[config.mk]
export PLATFORM = sky130hd
export DESIGN_NAME = mdio_paged_slave
export DESIGN_NICKNAME = d
export VERILOG_FILES = /design/src/rtl/mdio_paged_slave.sv
export SDC_FILE = /design/constraint.sdc
export NUM_CORES = 1
export LEC_CHECK = 0
export BUFFER_PORTS_ARGS = -buffer_cell sky130_fd_sc_hd__buf_2
export CORE_ASPECT_RATIO = 1.4
export CORE_UTILIZATION = 52
export DETAILED_ROUTE_END_ITERATION = 10
export PLACE_DENSITY = 0.89
export SKIP_CTS_REPAIR_TIMING = 1
export SLEW_MARGIN = 20
export SYNTH_ARGS = -nofsm -noshare
export SYNTH_HDL_FRONTEND = slang
export SYNTH_SLANG_ARGS = --single-unit
[constraint.sdc]
create_clock -name mdc -period 1.9 [get_ports mdc]
set_input_delay 0.285 -clock mdc [delete_from_list [all_inputs] [get_ports mdc]]
set_output_delay 0.285 -clock mdc [all_outputs]
set_load 0.02 [all_outputs]
[src/rtl/mdio_paged_slave.sv]
module mdio_paged_slave #(
  parameter logic [15:0] ID_HI     = 16'h000E,
  parameter logic [15:0] ID_LO     = 16'h7121,
  parameter logic [15:0] CTRL_INIT = 16'h0000,
  parameter logic [15:0] ALT_INIT  = 16'h0004,
  parameter int          EVW       = 8
) (
  input  logic           mdc,
  input  logic           rst_n,
  input  logic           mdio_i,
  output logic           mdio_o,
  output logic           mdio_oe,
  input  logic [4:0]     phy_addr,
  input  logic [15:0]    stat_in,
  input  logic [EVW-1:0] ev_in,
  output logic [15:0]    ctrl_q,
  output logic [15:0]    alt_q,
  output logic [15:0]    vend_q,
  output logic           page_q
);
  typedef enum logic [2:0] {S_IDLE, S_ST, S_OP, S_ADR, S_TA, S_DAT} st_t;

  st_t            st;
  logic [3:0]     cnt;
  logic [15:0]    sh;
  logic           pre, rd, hit;
  logic [4:0]     rad;
  logic [15:0]    pgr;
  logic [EVW-1:0] evt;
  logic [15:0]    rdata;

  assign page_q = pgr[0];

  wire        rd_load = (st == S_TA) && (cnt == 4'd1) && rd && hit;
  wire        wr_fire = (st == S_DAT) && (cnt == 4'd15) && !rd && hit;
  wire [15:0] wdata   = {sh[14:0], mdio_i};
  wire [9:0]  adr_w   = {sh[8:0], mdio_i};

  always_comb begin
    rdata = '0;
    case (rad)
      5'd0:    rdata = page_q ? alt_q : ctrl_q;
      5'd1:    if (!page_q) rdata = stat_in;
      5'd2:    if (!page_q) rdata = ID_HI;
      5'd3:    if (!page_q) rdata = ID_LO;
      5'd16:   rdata = vend_q;
      5'd17:   rdata = 16'(evt);
      5'd19:   rdata = pgr;
      default: rdata = '0;
    endcase
  end

  always_ff @(posedge mdc or negedge rst_n) begin
    if (!rst_n) begin
      st <= S_IDLE; cnt <= '0; sh <= '0; pre <= 1'b0; rd <= 1'b0;
      hit <= 1'b0; rad <= '0; mdio_o <= 1'b0; mdio_oe <= 1'b0;
    end else begin
      case (st)
        S_IDLE:
          if (mdio_i) pre <= 1'b1;
          else if (pre) begin
            pre <= 1'b0;
            st  <= S_ST;
          end
        S_ST: begin
          st  <= mdio_i ? S_OP : S_IDLE;
          cnt <= '0;
        end
        S_OP:
          if (cnt == 4'd0) begin
            sh[0] <= mdio_i;
            cnt   <= 4'd1;
          end else if (sh[0] != mdio_i) begin
            rd  <= sh[0];
            st  <= S_ADR;
            cnt <= '0;
          end else st <= S_IDLE;
        S_ADR: begin
          sh  <= {sh[14:0], mdio_i};
          cnt <= cnt + 4'd1;
          if (cnt == 4'd9) begin
            hit <= (adr_w[9:5] == phy_addr) || (adr_w[9:5] == 5'd0);
            rad <= adr_w[4:0];
            st  <= S_TA;
            cnt <= '0;
          end
        end
        S_TA:
          if (cnt == 4'd0) begin
            cnt <= 4'd1;
            if (rd && hit) begin
              mdio_oe <= 1'b1;
              mdio_o  <= 1'b0;
            end
          end else begin
            st  <= S_DAT;
            cnt <= '0;
            if (rd_load) begin
              mdio_o <= rdata[15];
              sh     <= {rdata[14:0], 1'b0};
            end
          end
        S_DAT: begin
          cnt <= cnt + 4'd1;
          if (rd) begin
            mdio_o <= sh[15];
            sh     <= {sh[14:0], 1'b0};
          end else sh <= wdata;
          if (cnt == 4'd15) begin
            st      <= S_IDLE;
            mdio_oe <= 1'b0;
          end
        end
        default: st <= S_IDLE;
      endcase
    end
  end

  always_ff @(posedge mdc or negedge rst_n) begin
    if (!rst_n) begin
      ctrl_q <= CTRL_INIT; alt_q <= ALT_INIT; vend_q <= '0; pgr <= '0;
    end else if (wr_fire) begin
      case (rad)
        5'd0:    if (page_q) alt_q <= wdata; else ctrl_q <= wdata;
        5'd16:   vend_q <= wdata;
        5'd19:   pgr <= wdata;
        default: ;
      endcase
    end
  end

  always_ff @(posedge mdc or negedge rst_n) begin
    if (!rst_n) evt <= '0;
    else        evt <= ((rd_load && rad == 5'd17) ? '0 : evt) | ev_in;
  end


  ta_zero_chk: assert property (@(posedge mdc) disable iff (!rst_n)
    $rose(mdio_oe) |-> !mdio_o);

  oe_end_chk: assert property (@(posedge mdc) disable iff (!rst_n)
    $fell(mdio_oe) |-> $past(st) == S_DAT);

  no_drive_chk: assert property (@(posedge mdc) disable iff (!rst_n)
    mdio_oe |-> hit);

  ctrl_commit_chk: assert property (@(posedge mdc) disable iff (!rst_n)
    (ctrl_q != $past(ctrl_q)) |-> $past(wr_fire));

  page_commit_chk: assert property (@(posedge mdc) disable iff (!rst_n)
    (page_q != $past(page_q)) |-> $past(wr_fire && rad == 5'd19));

  bad_op_chk: assert property (@(posedge mdc) disable iff (!rst_n)
    (st == S_OP && cnt == 4'd1 && sh[0] == mdio_i) |=> st == S_IDLE);

  evt_clear_chk: assert property (@(posedge mdc) disable iff (!rst_n)
    (|($past(evt) & ~evt)) |-> $past(rd_load && rad == 5'd17));
endmodule

# Yosys cells after proc, flatten, opt, wreduce, memory -nomap -nowiden
# Index checks and enable logic that the tools add are counted.
# word_totals
elab_cells,115
regBits,105
output_inout_bits,51
in_bits,32
# op_classes
eq_ne,30
n_addsub,1
muxes,36
bitwise,3
reduce_logical,30
# ops
operator,n
16-bit one-hot mux with 7 select lines,1
16-bit two-way mux,4
15-bit one-hot mux with 3 select lines,1
4-bit one-hot mux with 5 select lines,1
3-bit two-way mux,6
3-bit one-hot mux with 6 select lines,1
4-bit two-way mux,4
"2-bit inequality test, second input constant",8
"5-bit == test, second input constant",3
15-bit two-way mux,1
3-bit AND reduction,4
4-bit AND reduction,3
1-bit two-way mux,11
"5-bit by 2-bit == test with 1-bit output, second input constant",2
5-bit logical NOT,2
"4-bit == test, second input constant",2
1-bit logical AND,8
8-bit two-way mux,1
8-bit OR,1
2-bit AND reduction,4
"3-bit by 2-bit == test with 1-bit output, second input constant",2
"3-bit == test, second input constant",2
"2-bit by 1-bit inequality test with 1-bit output, second input constant",3
"3-bit by 2-bit inequality test with 1-bit output, second input constant",2
other kinds (20),23

# Depth between registers and ports, before layout
# depth
ltp_word,7
mapped_depth,8
ltp_nobuf,7

# Worst setup path after synthesis
# OpenSTA, ideal clock, no wires.
# synth_timing
path_kind,flip-flop to flip-flop
from,reg rad[0]
to,reg ctrl_q[10]
period_less_slack_ns,2.064
t_required_ns,1.775
path_stages_with_launch,6
arrival_ns,1.940
slack_ns,-0.164
n_path_buf,2
cell_sequence,dfrtp_1 > or4_1 > buf_6 > nor4_4 > buf_6 > mux2_2
# synth_via
elab_chain_len,2
# synth_rtl
element,line_no,text
"start, declared",27,logic [4:0] rad;
"start signal, assigned",83,rad <= adr_w[4:0];
5-bit logical NOT,123,case (rad)
3-bit AND reduction (no line),-,
"end signal, assigned",124,5'd0: if (page_q) alt_q <= wdata; else ctrl_q <= wdata;
"end, declared",16,"output logic [15:0] ctrl_q,"
# No other way between the ends.
# A chain may end at the register's enable or synchronous reset.

# Final worst setup path
# layout_timing
from,reg cnt[1]
to,reg sh[9]
# layout_via
elab_chain_len,6
elab_cells_between_ends,8
cone_classes,3 x eq/ne; 5 x reduce/logical
# layout_rtl
element,line_no,text
"start, declared",24,logic [3:0] cnt;
"start signal, assigned",80,cnt <= cnt + 4'd1;
"start signal, assigned",104,cnt <= cnt + 4'd1;
4-bit by 1-bit == test with 1-bit output,34,wire rd_load = (st == S_TA) && (cnt == 4'd1) && rd && hit;
1-bit logical AND (3 in a row),34,
2-bit inequality test (no line),-,
3-bit AND reduction (no line) *,-,
"end signal, assigned",79,"sh <= {sh[14:0], mdio_i};"
"end signal, assigned",100,"sh <= {rdata[14:0], 1'b0};"
"end signal, assigned",107,"sh <= {sh[14:0], 1'b0};"
"end, declared",25,logic [15:0] sh;
# Every way passes the cells marked *; elsewhere a longest branch is shown, timed or not.

==> impl_summary.txt <==
----------------------------------------------------
[Floorplan]
  Top-level port count ... 83
  Die width ... a little under 90 µm
  Die Height ... 122.9 µm
  Floorplan die area ... approximately 0.011 mm²
  Initial Util ... 54.24%
  Core area ... 0.01001 mm²
  # rows ... 43

[Setup path]
  CP Max Fanout ... 9
  Worst endpoint data arrival time ... roughly 2500 ps
  Delay-heaviest family, CP ... compound AO/OA/AOI/OAI gates
  CP cell instances ... inv_2 > ha_4 > and4bb_2 > nand3b_1 > a21o_4 > a222oi_1 > o21ai_2
  Required time at the worst-slack endpoint ... between 2000 and 2500 ps
  Cell type of the slowest stage on the worst timing path ... sky130_fd_sc_hd__a222oi_1
  Start-to-end type of the worst setup path ... reg2reg
  Worst path buffer plus inverter count ... 1
  Largest incremental delay on the critical path ... 610 ps
  Critical Path Sink Type ... register
  Crit start category ... register

[Clock tree]
  Clock Latency Late Sink ... 360 ps
  H-Tree Level Count ... 3
  Clock net sink count ... 105
  Clock Path Buffers ... 2
  Clock transition time at the flip-flop clock pins of the worst setup and hold paths ... 80 ps
  Root Driver ... sky130_fd_sc_hd__clkbuf_16
  TritonCTS clock tree ... done
  Clock buffers created by TritonCTS ... 9

[Drt]
  Total Wirelength ... about 16,000 µm
  Number of detailed-routing iterations run before antenna repair ... 7
  Vias per cell ... 6.310
  Average wire length per cell after detail routing ... 22.36 µm
  1st-iter DRT viols ... 433
  Via total after detailed routing ... 4,644
  Detailed-route DRC error count ... 0
  Count of nets left with antenna violations after detail routing ... 0

[STA]
  Unrepaired setup endpoints after global routing ... true
  Max-Slew Margin vs Limit ... between 50 and 60%
  Number of hold violations in the final report ... 10
  Final setup slack of the worst path ... -372.7 ps
  Final period utilization ... 119.6%
  Final number of max-transition violations ... 0
  Tightest Pin Transition ... approximately 620 ps
  Setup violations, final ... 69
  Max Clock Freq ... around 0.44 GHz
  Worst clock skew on the final layout ... 9.479 ps
  Worst hold margin ... -16.41 ps
  Fin crit period ... 2273 ps

[Final layout]
  Synth-to-Final Area Change ... 31.12%
  Utilization after layout ... 71.12%
  Net count of the finished layout ... 631
  Fraction of layout instances using a drive strength above 1 ... 51.75%
  Number of diodes ... 0

[Synthesis]
  Part of the Yosys area used for sequential elements ... 48.43%
  Dominant cell type by area after synthesis ... sky130_fd_sc_hd__dfrtp_1
  Post-synth design cell area ... around 0.0054 mm²
  Share of Yosys cell area claimed by the top area cell type ... 47.95%
  Count leader, synth ... sky130_fd_sc_hd__dfrtp_1
  Mapped Nets ... 503
  Post-synthesis area per instance ... 11.60 µm²
  #FFs+latches synth ... ~110
  Leading cell types by total area after synthesis ... sky130_fd_sc_hd__dfrtp_1 48%, sky130_fd_sc_hd__mux2_2 17%, sky130_fd_sc_hd__a22o_1 2.4%
  Cell types with the highest counts after synthesis ... 104 x sky130_fd_sc_hd__dfrtp_1, 84 x sky130_fd_sc_hd__mux2_2, 22 x sky130_fd_sc_hd__nand2_1
  Most common flop cell mapped by yosys ... sky130_fd_sc_hd__dfrtp_1
  Distinct cells, synth ... 61
  Post-Synthesis Cells ... around 470
  Number of enable flip-flop cells after synthesis ... 0
  Async S/R FF share, synth ... 100.0%
  Warnings from Yosys ... 0

[Pwr]
  Leak ... 0.003396 µW
  Worst voltage drop across the vdd grid ... 0.6082 mV
  Areal power density over the cells ... 1185 mW/mm²

[Place]
  Worst setup timing slack at the placement stage ... -160.3 ps
  Post-DP HPWL ... 10,420 µm
  IO buf count ... 82
  Routability-driven placement congestion ratio ... 0.8647

[Status]
  Violated checks ... hold timing, setup timing
  Status ... finished with violations

[Global route]
  Residual overflow from global routing ... 0
  Aggregate global-route resource usage ... 28.25%
  Global-route wire length before repair ... 22,900 µm
  Pin count of the biggest net entering global routing ... 106
  Number of antenna violations at the first check in global routing ... 0
  Via count of the first global-routing pass ... roughly 4,700

[Min path]
  Hold Crit Class ... in2async

[Flow run]
  Max Cap Viol ... 0

----------------------------------------------------
worst paths after layout:
kind / start / end / slack [ps] / cells past startpoint
setup / recovery: cnt[1]$_DFFE_PN0P_ / sh[9]$_DFFE_PN0P_ / -370 / 7
hold / removal: rst_n / vend_q[13]$_DFFE_PN0P_ / -20 / 2
setup reg to reg: cnt[1]$_DFFE_PN0P_ / sh[9]$_DFFE_PN0P_ / -370 / 7
hold reg to reg: evt[4]$_DFF_PN0_ / evt[4]$_DFF_PN0_ / 490 / 1
max in group asynchronous: rst_n / st[0]$_DFFE_PN0P_ / 1470 / 2
min in group mdc: ev_in[5] / evt[5]$_DFF_PN0_ / 100 / 2
cells by family after synthesis:
| kind of cell | share of synthesized area, % |
|---|---|
| adder cells (fa/ha/maj) | 0.6916 |
| XOR/XNOR | 1.291 |
| AND/OR/NAND/NOR | 10.83 |
| multiplexers | 19.36 |
| flip-flops | 48.43 |
| buffers and inverters | 4.195 |
| AO/OA/AOI/OAI | 15.19 |
state kept, by name, summed over array words and instances (netlist names), 3 cells and up:
register,flops
cnt,4
rad,5
st,3
evt,8
pgr,16
vend_q,16
ctrl_q,16
sh,16
alt_q,16
routing by layer:
metal / GRT usage (%) / share of wire [%]
met4: 15.22 / 5.6
met2: 48.41 / 52
met5: 0 / 0
met1: 33.60 / 37
met3: 4.371 / 5.6
per-stage QoR:
step	instance area, µm²	hold slack [ps]	setup TNS, ps	total power (µW)	cells
floorplan	5484	-10.59	-2636	4710	468
global placement	6357	387.7	-2512	5733	709
detailed placement	6357	400.3	-6311	5844	709
CTS	6660	19.69	-8418	7784	725
global route	7117	41.60	-12070	8805	736
finish	7117	-16.41	-8088	8436	736
layout by cell type (no fill, tap or decap), types with 3 or more instances in the layout:
cell type | netlist | final
sky130_fd_sc_hd__o22a_1 | 6 | 6
sky130_fd_sc_hd__a222oi_1 | 9 | 9
sky130_fd_sc_hd__o21ai_2 | 0 | 11
sky130_fd_sc_hd__buf_12 | 0 | 4
sky130_fd_sc_hd__a22oi_2 | 0 | 3
sky130_fd_sc_hd__a21oi_2 | 0 | 3
sky130_fd_sc_hd__clkbuf_16 | 0 | 11
sky130_fd_sc_hd__nand2b_1 | 3 | 3
sky130_fd_sc_hd__ha_4 | 0 | 3
sky130_fd_sc_hd__a221oi_1 | 4 | 3
sky130_fd_sc_hd__nor3_1 | 3 | 3
sky130_fd_sc_hd__a22o_1 | 15 | 15
sky130_fd_sc_hd__a21o_1 | 11 | 10
sky130_fd_sc_hd__dfrtp_2 | 0 | 4
sky130_fd_sc_hd__and3_1 | 7 | 7
sky130_fd_sc_hd__nor2b_1 | 5 | 3
sky130_fd_sc_hd__dfrtp_1 | 104 | 100
sky130_fd_sc_hd__o21ai_0 | 21 | 11
sky130_fd_sc_hd__nand3_1 | 6 | 6
sky130_fd_sc_hd__mux2i_1 | 9 | 9
sky130_fd_sc_hd__mux2_4 | 1 | 24
sky130_fd_sc_hd__a21oi_1 | 19 | 15
sky130_fd_sc_hd__nand2_1 | 22 | 21
sky130_fd_sc_hd__buf_4 | 6 | 56
sky130_fd_sc_hd__buf_6 | 3 | 11
sky130_fd_sc_hd__a211oi_1 | 3 | 3
sky130_fd_sc_hd__a22oi_1 | 16 | 13
sky130_fd_sc_hd__inv_1 | 8 | 7
sky130_fd_sc_hd__nand4_1 | 3 | 3
sky130_fd_sc_hd__mux2_2 | 84 | 61
sky130_fd_sc_hd__xnor2_1 | 7 | 7
sky130_fd_sc_hd__buf_2 | 5 | 81
sky130_fd_sc_hd__nor2_1 | 20 | 17
cell type report:
type | count | area (µm²)
multi-input cells | 316 | 2872
well taps | 135 | 168.9
inverters | 8 | 30.03
repair buffers | 156 | 1110
fillers | 651 | 2890
flip-flops and latches | 105 | 2634
clock inverters | 6 | 73.82
clock buffers | 10 | 229.0
power breakdown:
group,internal (µW),switching [µW]
clock network,1040,898
registers,2550,616
logic,1560,1770
(Power assumes the default switching activity.)
